$ cat config.mk
export PLATFORM = sky130hd
export DESIGN_NAME = flash_strobe_if
export DESIGN_NICKNAME = d
export VERILOG_FILES = /design/src/rtl/flash_strobe_pkg.sv /design/src/rtl/fs_sync.sv /design/src/rtl/fs_cycle_fsm.sv /design/src/rtl/fs_strobe_out.sv /design/src/rtl/flash_strobe_if.sv
export SDC_FILE = /design/constraint.sdc
export NUM_CORES = 1
export LEC_CHECK = 0
export ABC_AREA = 1
export CAP_MARGIN = 20
export CORE_MARGIN = 2
export CORE_UTILIZATION = 60
export DETAILED_ROUTE_END_ITERATION = 8
export DONT_BUFFER_PORTS = 1
export GPL_TIMING_DRIVEN = 1
export PLACE_DENSITY = 0.76
export SKIP_CTS_REPAIR_TIMING = 1
export SYNTH_ARGS = -nofsm -noshare
export SYNTH_HDL_FRONTEND = slang
export SYNTH_HIERARCHICAL = 1
export SYNTH_SLANG_ARGS = --single-unit
$ cat constraint.sdc
create_clock -name clk_i -period 2.4 [get_ports clk_i]
set_input_delay 0.24 -clock clk_i [delete_from_list [all_inputs] [get_ports clk_i]]
set_output_delay 0.24 -clock clk_i [all_outputs]
set_load 0.1 [all_outputs]
$ cat src/rtl/flash_strobe_pkg.sv
package flash_strobe_pkg;
  typedef enum logic [1:0] {
    ST_IDLE   = 2'd0,
    ST_LOW    = 2'd1,
    ST_ACK    = 2'd2,
    ST_PRECHG = 2'd3
  } cyc_st_e;
endpackage

$ cat src/rtl/fs_sync.sv
module fs_sync #(
  parameter int W      = 4,
  parameter int STAGES = 2
) (
  input  logic         clk_i,
  input  logic         rst_ni,
  input  logic [W-1:0] d_i,
  output logic [W-1:0] q_o
);
  logic [W-1:0] stg_q [STAGES];

  for (genvar s = 0; s < STAGES; s++) begin : g_stage
    if (s == 0) begin : g_first
      always_ff @(posedge clk_i or negedge rst_ni)
        if (!rst_ni) stg_q[s] <= '0;
        else         stg_q[s] <= d_i;
    end else begin : g_next
      always_ff @(posedge clk_i or negedge rst_ni)
        if (!rst_ni) stg_q[s] <= '0;
        else         stg_q[s] <= stg_q[s-1];
    end
  end

  assign q_o = stg_q[STAGES-1];
endmodule

$ cat src/rtl/fs_cycle_fsm.sv
module fs_cycle_fsm
  import flash_strobe_pkg::*;
#(
  parameter int WAIT_STATES = 0,
  parameter int MIN_WE_CLKS = 8
) (
  input  logic    clk_i,
  input  logic    rst_ni,
  input  logic    as_i,
  input  logic    ds_i,
  input  logic    rw_i,
  input  logic    sel_i,
  output cyc_st_e st_o,
  output cyc_st_e nxt_o,
  output logic    nxt_rd_o
);
  localparam int WS_W   = $clog2(WAIT_STATES + 2);
  localparam int LOW_W  = $clog2(MIN_WE_CLKS + 2);
  localparam logic [WS_W-1:0]  WS_MAX  = WS_W'(WAIT_STATES);
  localparam logic [LOW_W-1:0] LOW_MAX = LOW_W'(MIN_WE_CLKS);
  localparam logic [LOW_W-1:0] LOW_MIN = LOW_W'((MIN_WE_CLKS > 0) ? MIN_WE_CLKS - 1 : 0);

  cyc_st_e st_q, nxt;
  logic    rd_q;
  logic [WS_W-1:0]  ws_cnt_q;
  logic [LOW_W-1:0] low_cnt_q;
  logic release_ok;

  // data strobe seen, wait states spent, minimum low time reached
  assign release_ok = ds_i && (ws_cnt_q == WS_MAX) && (low_cnt_q >= LOW_MIN);

  always_comb begin
    nxt = st_q;
    unique case (st_q)
      ST_IDLE:   if (as_i && sel_i) nxt = ST_LOW;
      ST_LOW:    if (!as_i) nxt = ST_PRECHG;
                 else if (release_ok) nxt = ST_ACK;
      ST_ACK:    if (!as_i) nxt = ST_PRECHG;
      ST_PRECHG: nxt = ST_IDLE;
      default:   nxt = ST_IDLE;
    endcase
  end

  always_ff @(posedge clk_i or negedge rst_ni) begin
    if (!rst_ni) begin
      st_q      <= ST_IDLE;
      rd_q      <= 1'b0;
      ws_cnt_q  <= '0;
      low_cnt_q <= '0;
    end else begin
      st_q <= nxt;
      if (st_q == ST_IDLE) rd_q <= rw_i;
      if (st_q != ST_LOW) begin
        ws_cnt_q  <= '0;
        low_cnt_q <= '0;
      end else begin
        if (ds_i && ws_cnt_q != WS_MAX)  ws_cnt_q  <= ws_cnt_q + 1'b1;
        if (low_cnt_q != LOW_MAX)        low_cnt_q <= low_cnt_q + 1'b1;
      end
    end
  end

  assign st_o     = st_q;
  assign nxt_o    = nxt;
  assign nxt_rd_o = (st_q == ST_IDLE) ? rw_i : rd_q;

  p_unsel_r1: assert property (@(posedge clk_i) disable iff (!rst_ni)
    (st_q == ST_IDLE && !sel_i) |=> (st_q != ST_LOW));

  p_abort_r8: assert property (@(posedge clk_i) disable iff (!rst_ni)
    (!as_i && (st_q == ST_LOW || st_q == ST_ACK)) |=> (st_q == ST_PRECHG));

  p_prechg_once_r7: assert property (@(posedge clk_i) disable iff (!rst_ni)
    (st_q == ST_PRECHG) |=> (st_q == ST_IDLE));
endmodule

$ cat src/rtl/fs_strobe_out.sv
module fs_strobe_out
  import flash_strobe_pkg::*;
(
  input  logic       clk_i,
  input  logic       rst_ni,
  input  cyc_st_e    nxt_i,
  input  logic       nxt_rd_i,
  output logic       we_no,
  output logic       oe_no,
  output logic [1:0] dsack_no,
  output logic       dsack_oe_o
);
  logic strobe_ph;
  assign strobe_ph = (nxt_i == ST_LOW);

  always_ff @(posedge clk_i or negedge rst_ni) begin
    if (!rst_ni) begin
      we_no      <= 1'b1;
      oe_no      <= 1'b1;
      dsack_no   <= 2'b11;
      dsack_oe_o <= 1'b0;
    end else begin
      we_no      <= !(strobe_ph && !nxt_rd_i);
      // read enable holds through the acknowledge
      oe_no      <= !((strobe_ph || nxt_i == ST_ACK) && nxt_rd_i);
      dsack_no   <= (nxt_i == ST_ACK) ? 2'b00 : 2'b11;
      dsack_oe_o <= (nxt_i == ST_ACK) || (nxt_i == ST_PRECHG);
    end
  end

  p_excl_r2: assert property (@(posedge clk_i) disable iff (!rst_ni)
    !(!we_no && !oe_no));

  p_ack_pair_r6: assert property (@(posedge clk_i) disable iff (!rst_ni)
    dsack_oe_o |-> (dsack_no == 2'b00 || dsack_no == 2'b11));

  p_ack_we_high_r6: assert property (@(posedge clk_i) disable iff (!rst_ni)
    (dsack_oe_o && dsack_no == 2'b00) |-> we_no);

  p_prechg_one_r7: assert property (@(posedge clk_i) disable iff (!rst_ni)
    (dsack_oe_o && dsack_no == 2'b11) |=> !dsack_oe_o);
endmodule

$ cat src/rtl/flash_strobe_if.sv
module flash_strobe_if
  import flash_strobe_pkg::*;
#(
  parameter int SYNC_STAGES = 2,
  parameter int WAIT_STATES = 0,
  parameter int MIN_WE_CLKS = 8
) (
  input  logic       clk_i,
  input  logic       rst_ni,
  input  logic       as_ni,
  input  logic       ds_ni,
  input  logic       rw_i,
  input  logic       sel_i,
  output logic       we_no,
  output logic       oe_no,
  output logic [1:0] dsack_no,
  output logic       dsack_oe_o
);
  localparam int N_IN = 4;

  logic [N_IN-1:0] raw, syn;
  logic as_s, ds_s, rw_s, sel_s;
  cyc_st_e st, nxt;
  logic nxt_rd;

  assign raw = {!as_ni, !ds_ni, rw_i, sel_i};
  assign {as_s, ds_s, rw_s, sel_s} = syn;

  fs_sync #(.W(N_IN), .STAGES(SYNC_STAGES)) u_sync (
    .clk_i, .rst_ni, .d_i(raw), .q_o(syn)
  );

  fs_cycle_fsm #(.WAIT_STATES(WAIT_STATES), .MIN_WE_CLKS(MIN_WE_CLKS)) u_fsm (
    .clk_i, .rst_ni,
    .as_i(as_s), .ds_i(ds_s), .rw_i(rw_s), .sel_i(sel_s),
    .st_o(st), .nxt_o(nxt), .nxt_rd_o(nxt_rd)
  );

  fs_strobe_out u_out (
    .clk_i, .rst_ni, .nxt_i(nxt), .nxt_rd_i(nxt_rd),
    .we_no, .oe_no, .dsack_no, .dsack_oe_o
  );

  p_we_start_r3: assert property (@(posedge clk_i) disable iff (!rst_ni)
    $fell(we_no) |-> ($past(as_s) && $past(st) == ST_IDLE));

  p_we_rise_r4: assert property (@(posedge clk_i) disable iff (!rst_ni)
    $rose(we_no) |-> ((dsack_oe_o && dsack_no == 2'b00) || !$past(as_s)));
endmodule

==> impl_metrics.json, run 1 <==
{
  "status": "finished, final reports clean",
  "die_y_um": 41.46,
  "diodes": 0,
  "fin_skew_ns": 0.007156,
  "setup_tns_ns": 0,
  "clock.fmax_ghz": 0.6163,
  "clk_pin_slew_ns": 0.11,
  "dpl.hpwl_um": 748.1,
  "critical_path.cell_chain": "ha_1, nand2_1, nand2_1, nand2_1, nand2_1, nand2_1, nand2_1, nand2_1, inv_1, ha_1, inv_1, nand2_1",
  "fin_nets": 98,
  "antenna_found_initial": 0,
  "post-route-period-util_pct": 67.61,
  "first_global_vias": 473,
  "hp-class": "flop to flop",
  "power.switching_uw": 576.4,
  "cell_internal_pwr_uw": 608.7,
  "clk_latency_ns": 0.29,
  "r2r-start": "u_fsm/low_cnt_q[0]$_DFFE_PN0P_",
  "tightest_slew_ns": 0.8683,
  "dr.pass1.iters": 4,
  "drc": 0,
  "num_vias": 482,
  "grt_max_degree": 21,
  "pwr-share-clk_pct": 13.1,
  "drv_slew": 0,
  "htree_levels": 1,
  "ir_worst_vdd_uv": 798.4,
  "min_period_ns": 1.623,
  "fillerInstances": 97,
  "critPathKind": "flop to flop",
  "ys_ff_latch": 20,
  "place_congestion": 0.7680,
  "switching_share_pct": 48.64,
  "grt_pass1_wl_mm": 1.904,
  "cp_slowest_cell": "dfrtp_1",
  "critPathLaunchType": "flop",
  "layout_common_cells": "dfrtp_1 (17), inv_1 (14), nand2_1 (14)",
  "multi_input_area_um2": 232.7,
  "ant_nets": 0,
  "crit_path_start": "u_fsm/low_cnt_q[0]$_DFFE_PN0P_",
  "crit_path_end_kind": "flop",
  "syn_avg_cell_area_um2": 10.40,
  "ys_types": 16,
  "start_util_pct": 64.71,
  "clock-sinks": 20,
  "die_x_um": 41.46,
  "maxCapViolations": 0,
  "synth.cell_area_um2": 842.1,
  "syn2layout_area_growth_pct": 7.727,
  "rows": 13,
  "maxSlewHeadroom_pct": 42.15,
  "rsz0062_at_grt": "false",
  "grt_usage_pct": 14.73,
  "wl_mm": 1.034,
  "seq_area_um2": 504.2,
  "slowest_delay_ns": 0.42,
  "crit_fanout": 4,
  "clock_path_buffers": 2,
  "p_per_area_nw_per_um2": 1306,
  "pwr-share-comb_pct": 36.6,
  "avgRoutedWirePerCell_um": 10.24,
  "die_area_um2": 1719,
  "hold_path_startpoint": "u_sync/stg_q[6]$_DFF_PN0_",
  "leakage_uw": 0.0004557,
  "cp_common_cell": "nand2_1",
  "drtIter0Drc": 5,
  "root_buffer": "clkbuf_4",
  "worstPathRequired_ns": 2.62,
  "cts_tree": "yes",
  "synthCells": 81,
  "vias_per_cell": 4.772,
  "numCtsBuffers": 3,
  "ios": 11,
  "core_um2": 1301,
  "syn-num-nets": 92,
  "hold_viol": 0,
  "port_buffers": 0,
  "layout-drive-gt1-share_pct": 19.77,
  "final_common_cell": "dfrtp_1",
  "power_frac_seq_pct": 50.3,
  "grt_overflow": 0,
  "setup_viol": 0,
  "yosys_warnings": 6,
  "worstPathArrival_ns": 1.85,
  "yosysSeqAreaShare_pct": 59.88,
  "fin_total_pwr_uw": 1185
}
==> area by class of cell <==
cell class,count,share of cell area [%]
tap,15,2.069
clock buffer,4,2.897
multi-input combinational,38,25.66
inverter,18,7.448
sequential,20,55.59
timing repair buffer,6,6.345
==> layer usage <==
metal / wire (µm) / GRT usage [%] / up-vias
li1: - / - / 246
met1: 449 / 17.46 / 224
met2: 524 / 24.06 / 10
met3: 44 / 4.348 / 2
met4: 15 / 7.742 / 0
met5: 0 / 0 / -
==> flip-flops by register name, summed over array words and instances (netlist names) <==
name and count:
u_fsm/ws_cnt_q 1, u_fsm/low_cnt_q 4, u_sync/q_o 4, u_sync/stg_q 4, u_out/dsack_no 1, u_fsm/rd_q 1, u_out/oe_no 1, u_out/dsack_oe_o 1
u_out/we_no 1, u_fsm/st_o 2
==> cells by family after synthesis <==
| logic type | Yosys count | synth area share [%] |
|---|---|---|
| adder cells (fa/ha/maj) | 5 | 7.429 |
| multiplexers | 1 | 1.337 |
| AO/OA/AOI/OAI | 4 | 3.268 |
| AND/OR/NAND/NOR | 28 | 15.60 |
| flip-flops | 20 | 59.88 |
| buffers and inverters | 23 | 12.48 |
==> worst paths after layout <==
check	end	slack (ns)	cells after the start
max in group asynchronous	u_sync/q_o[1]$_DFF_PN0_	1.39	1
worst max-delay path	u_out/oe_no$_DFF_PN1_	0.78	12
worst min register to register	u_sync/q_o[2]$_DFF_PN0_	0.36	0
min in group asynchronous	u_fsm/low_cnt_q[1]$_DFFE_PN0P_	0.49	1
worst max register to register	u_out/oe_no$_DFF_PN1_	0.78	12
worst min-delay path	u_sync/q_o[2]$_DFF_PN0_	0.36	0
==> synthesized netlist by cell type <==
| library cell | n | area share [%] |
|---|---|---|
| dfstp_2 | 3 | 9.4 |
| nand2_2 | 1 | 0.74 |
| nand2_1 | 14 | 6.2 |
| nand3_1 | 6 | 3.6 |
| inv_1 | 14 | 6.2 |
| ha_1 | 5 | 7.4 |
| o21ai_0 | 1 | 0.59 |
| a21oi_1 | 1 | 0.59 |
| buf_4 | 5 | 4.5 |
| nor2_4 | 2 | 2.7 |
| o21ai_2 | 2 | 2.1 |
| dfrtp_1 | 17 | 51 |
| nor3_1 | 1 | 0.59 |
| inv_2 | 4 | 1.8 |
| mux2_2 | 1 | 1.3 |
| nor2_1 | 4 | 1.8 |
==> worst max-delay path: cells and delay by family (launching register included) <==
kind	cells	cell delay, ns
and+or+nand+nor	8	0.53
adders and majority gates	2	0.50
DFF	1	0.42
buffers and inverters	2	0.12
==> power groups by stage <==
stage / clock [µW] / combinational (µW) / sequential [µW]
global route: 176 / 489 / 606
finish: 155 / 434 / 596
detailed placement: 0 / 423 / 604
global placement: 0 / 413 / 600
floorplan: 0 / 314 / 664
CTS: 162 / 426 / 598
==> metrics by stage <==
stage	area (µm²)	util, %	std cells	setup WS, ns	hold WS [ns]
3_5_place_dp	830.8	63.85	92	0.7953	-0.05514
5_1_grt	907.1	69.71	101	0.6044	0.3667
4_1_cts	857.1	65.87	96	0.7667	-0.3826
3_3_place_gp	830.8	63.85	92	0.8558	-0.05513
6_report	907.1	69.71	101	0.7773	0.3576
2_1_floorplan	842.1	-	81	0.9374	-0.05559
Power figures use the tool's default switching activity.
==> run 2, diff against run 1 <==
--- a/config.mk
+++ b/config.mk
@@ -7,12 +7,13 @@
 export LEC_CHECK = 0
 export ABC_AREA = 1
 export CAP_MARGIN = 20
+export CORE_ASPECT_RATIO = 1.1
 export CORE_MARGIN = 2
-export CORE_UTILIZATION = 60
+export CORE_UTILIZATION = 58
 export DETAILED_ROUTE_END_ITERATION = 8
 export DONT_BUFFER_PORTS = 1
 export GPL_TIMING_DRIVEN = 1
-export PLACE_DENSITY = 0.76
+export PLACE_DENSITY = 0.74
 export SKIP_CTS_REPAIR_TIMING = 1
 export SYNTH_ARGS = -nofsm -noshare
 export SYNTH_HDL_FRONTEND = slang
==> constraint.sdc (replaced) <==
create_clock -name clk_i -period 1.6 [get_ports clk_i]
set_input_delay 0.16 -clock clk_i [delete_from_list [all_inputs] [get_ports clk_i]]
set_output_delay 0.16 -clock clk_i [all_outputs]
set_load 0.1 [all_outputs]
==> run 2 against run 1 <==
  * Critical path depth stayed put
  * Final cell count is 4.0% higher
  * Wire length is 4.4% higher
  * Clock power is 76% higher
  * Largest power group is now combinational cells
  * Highest routed layer unchanged
==> impl_metrics.json, run 2 (synthesized netlist as in run 1, its figures left out) <==
{
  "setup_viol": 0,
  "hold_path_startpoint": "u_sync/stg_q[7]$_DFF_PN0_",
  "first_global_vias": 407,
  "dr.pass1.iters": 4,
  "leakage_uw": 0.0004795,
  "crit_family": "simple AND/OR/NAND/NOR gates",
  "htree_levels": 1,
  "rr_worst_depth": 12,
  "fillerInstances": 93,
  "num_vias": 499,
  "post-route-period-util_pct": 92.90,
  "hold_viol": 0,
  "drtIter0Drc": 6,
  "fin_nets": 101,
  "slowest_delay_ns": 0.39,
  "grt_max_degree": 21,
  "critical_path.cell_chain": "ha_2, nand2_2, nand2_1, nand2_1, nand2_1, nand2_1, nand2_1, nand2_2, buf_4, ha_2, inv_1, nand2_2",
  "p_per_area_nw_per_um2": 2009,
  "drv_slew": 0,
  "maxSlewHeadroom_pct": 45.42,
  "r2r-start": "u_fsm/low_cnt_q[0]$_DFFE_PN0P_",
  "avgRoutedWirePerCell_um": 10.28,
  "antenna_found_initial": 0,
  "numCtsBuffers": 3,
  "root_buffer": "clkbuf_4",
  "die_x_um": 40.33,
  "cp_slowest_cell": "dfrtp_1",
  "dpl.hpwl_um": 779.8,
  "place_congestion": 0.7046,
  "wl_mm": 1.079,
  "ios": 11,
  "diodes": 0,
  "worstPathArrival_ns": 1.67,
  "dpl_cell_area_um2": 859.6,
  "crit_path_end_kind": "flop",
  "design_area_um2": 963.4,
  "hp-class": "flop to flop",
  "grt_overflow": 0,
  "clock_path_buffers": 2,
  "path_buf_inv": 2,
  "clock-sinks": 20,
  "layout_common_cells": "dfrtp_1 (17), inv_1 (14), nand2_1 (12)",
  "maxCapViolations": 0,
  "die_y_um": 43.96,
  "grt_usage_pct": 14.92,
  "worstPathRequired_ns": 1.79,
  "critPathLaunchType": "flop",
  "hold-worst-slack_ns": 0.3582,
  "final_common_cell": "dfrtp_1",
  "grt_pass1_wl_mm": 1.642,
  "final_core_util_pct": 70.51,
  "min_period_ns": 1.486,
  "clk_pin_slew_ns": 0.10,
  "syn2layout_area_growth_pct": 14.41,
  "start_util_pct": 61.63,
  "fin_skew_ns": 0.004593,
  "port_buffers": 0,
  "reg2reg_setup_slack_ns": 0.11,
  "hold_end": "u_sync/q_o[3]$_DFF_PN0_",
  "status": "finished, final reports clean",
  "fin_total_pwr_uw": 1935,
  "critPathKind": "flop to flop",
  "holdPathStages": 0,
  "rows": 14,
  "cts_tree": "yes",
  "clock.fmax_ghz": 0.6728,
  "drc": 0,
  "cp_common_cell": "nand2_1",
  "tightest_slew_ns": 0.8161,
  "clk_latency_ns": 0.29,
  "vias_per_cell": 4.752,
  "ant_nets": 0,
  "die_area_um2": 1773,
  "layout-drive-gt1-share_pct": 28.09,
  "core_um2": 1366,
  "ir_worst_vdd_uv": 1395,
  "worst_r2r_endpoint": "u_out/dsack_oe_o$_DFF_PN0_",
  "path_depth": 12,
  "crit_fanout": 3
}
-- run 2: layout make-up --
type / instances / area, µm² / share of cell area [%]
timing repair buffer: 9 / 92.59 / 9.610
multi-input combinational: 38 / 242.7 / 25.19
sequential: 20 / 504.2 / 52.34
inverter: 18 / 67.56 / 7.013
clock buffer: 4 / 36.28 / 3.766
tap: 16 / 20.02 / 2.078
-- run 2: layer usage --
layer | routed length (µm) | track usage [%] | vias up
met5 | 0 | 0 | -
met4 | 17 | 8.000 | 0
met3 | 36 | 6.154 | 2
met2 | 580 | 23.49 | 11
met1 | 445 | 16.61 | 232
li1 | - | - | 254
-- run 2: stage by stage --
stage,setup WS [ns],cells,TNS (ns)
finish,0.1136,105,0
global route,-0.01380,105,-0.01892
CTS,0.04113,99,0
detailed placement,0.06074,95,0
global placement,0.1126,95,0
floorplan,0.1374,81,0
-- run 2: worst max-delay path by stage --
| stage | from | to | slack, ns |
|---|---|---|---|
| 2_1_floorplan | u_fsm/low_cnt_q[0]$_DFFE_PN0P_ | u_out/oe_no$_DFF_PN1_ | 0.14 |
| 3_3_place_gp | u_fsm/low_cnt_q[0]$_DFFE_PN0P_ | u_out/oe_no$_DFF_PN1_ | 0.11 |
| 3_5_place_dp | u_fsm/low_cnt_q[0]$_DFFE_PN0P_ | u_out/oe_no$_DFF_PN1_ | 0.06 |
| 4_1_cts | u_fsm/low_cnt_q[0]$_DFFE_PN0P_ | u_out/oe_no$_DFF_PN1_ | 0.04 |
| 5_1_grt | u_fsm/low_cnt_q[0]$_DFFE_PN0P_ | u_out/oe_no$_DFF_PN1_ | -0.01 |
| 6_report | u_fsm/low_cnt_q[0]$_DFFE_PN0P_ | u_out/dsack_oe_o$_DFF_PN0_ | 0.11 |
-- run 2: report_power, final --
| part | internal, µW | switching, µW |
|---|---|---|
| clock network | 138 | 135 |
| registers | 642 | 186 |
| logic | 260 | 573 |
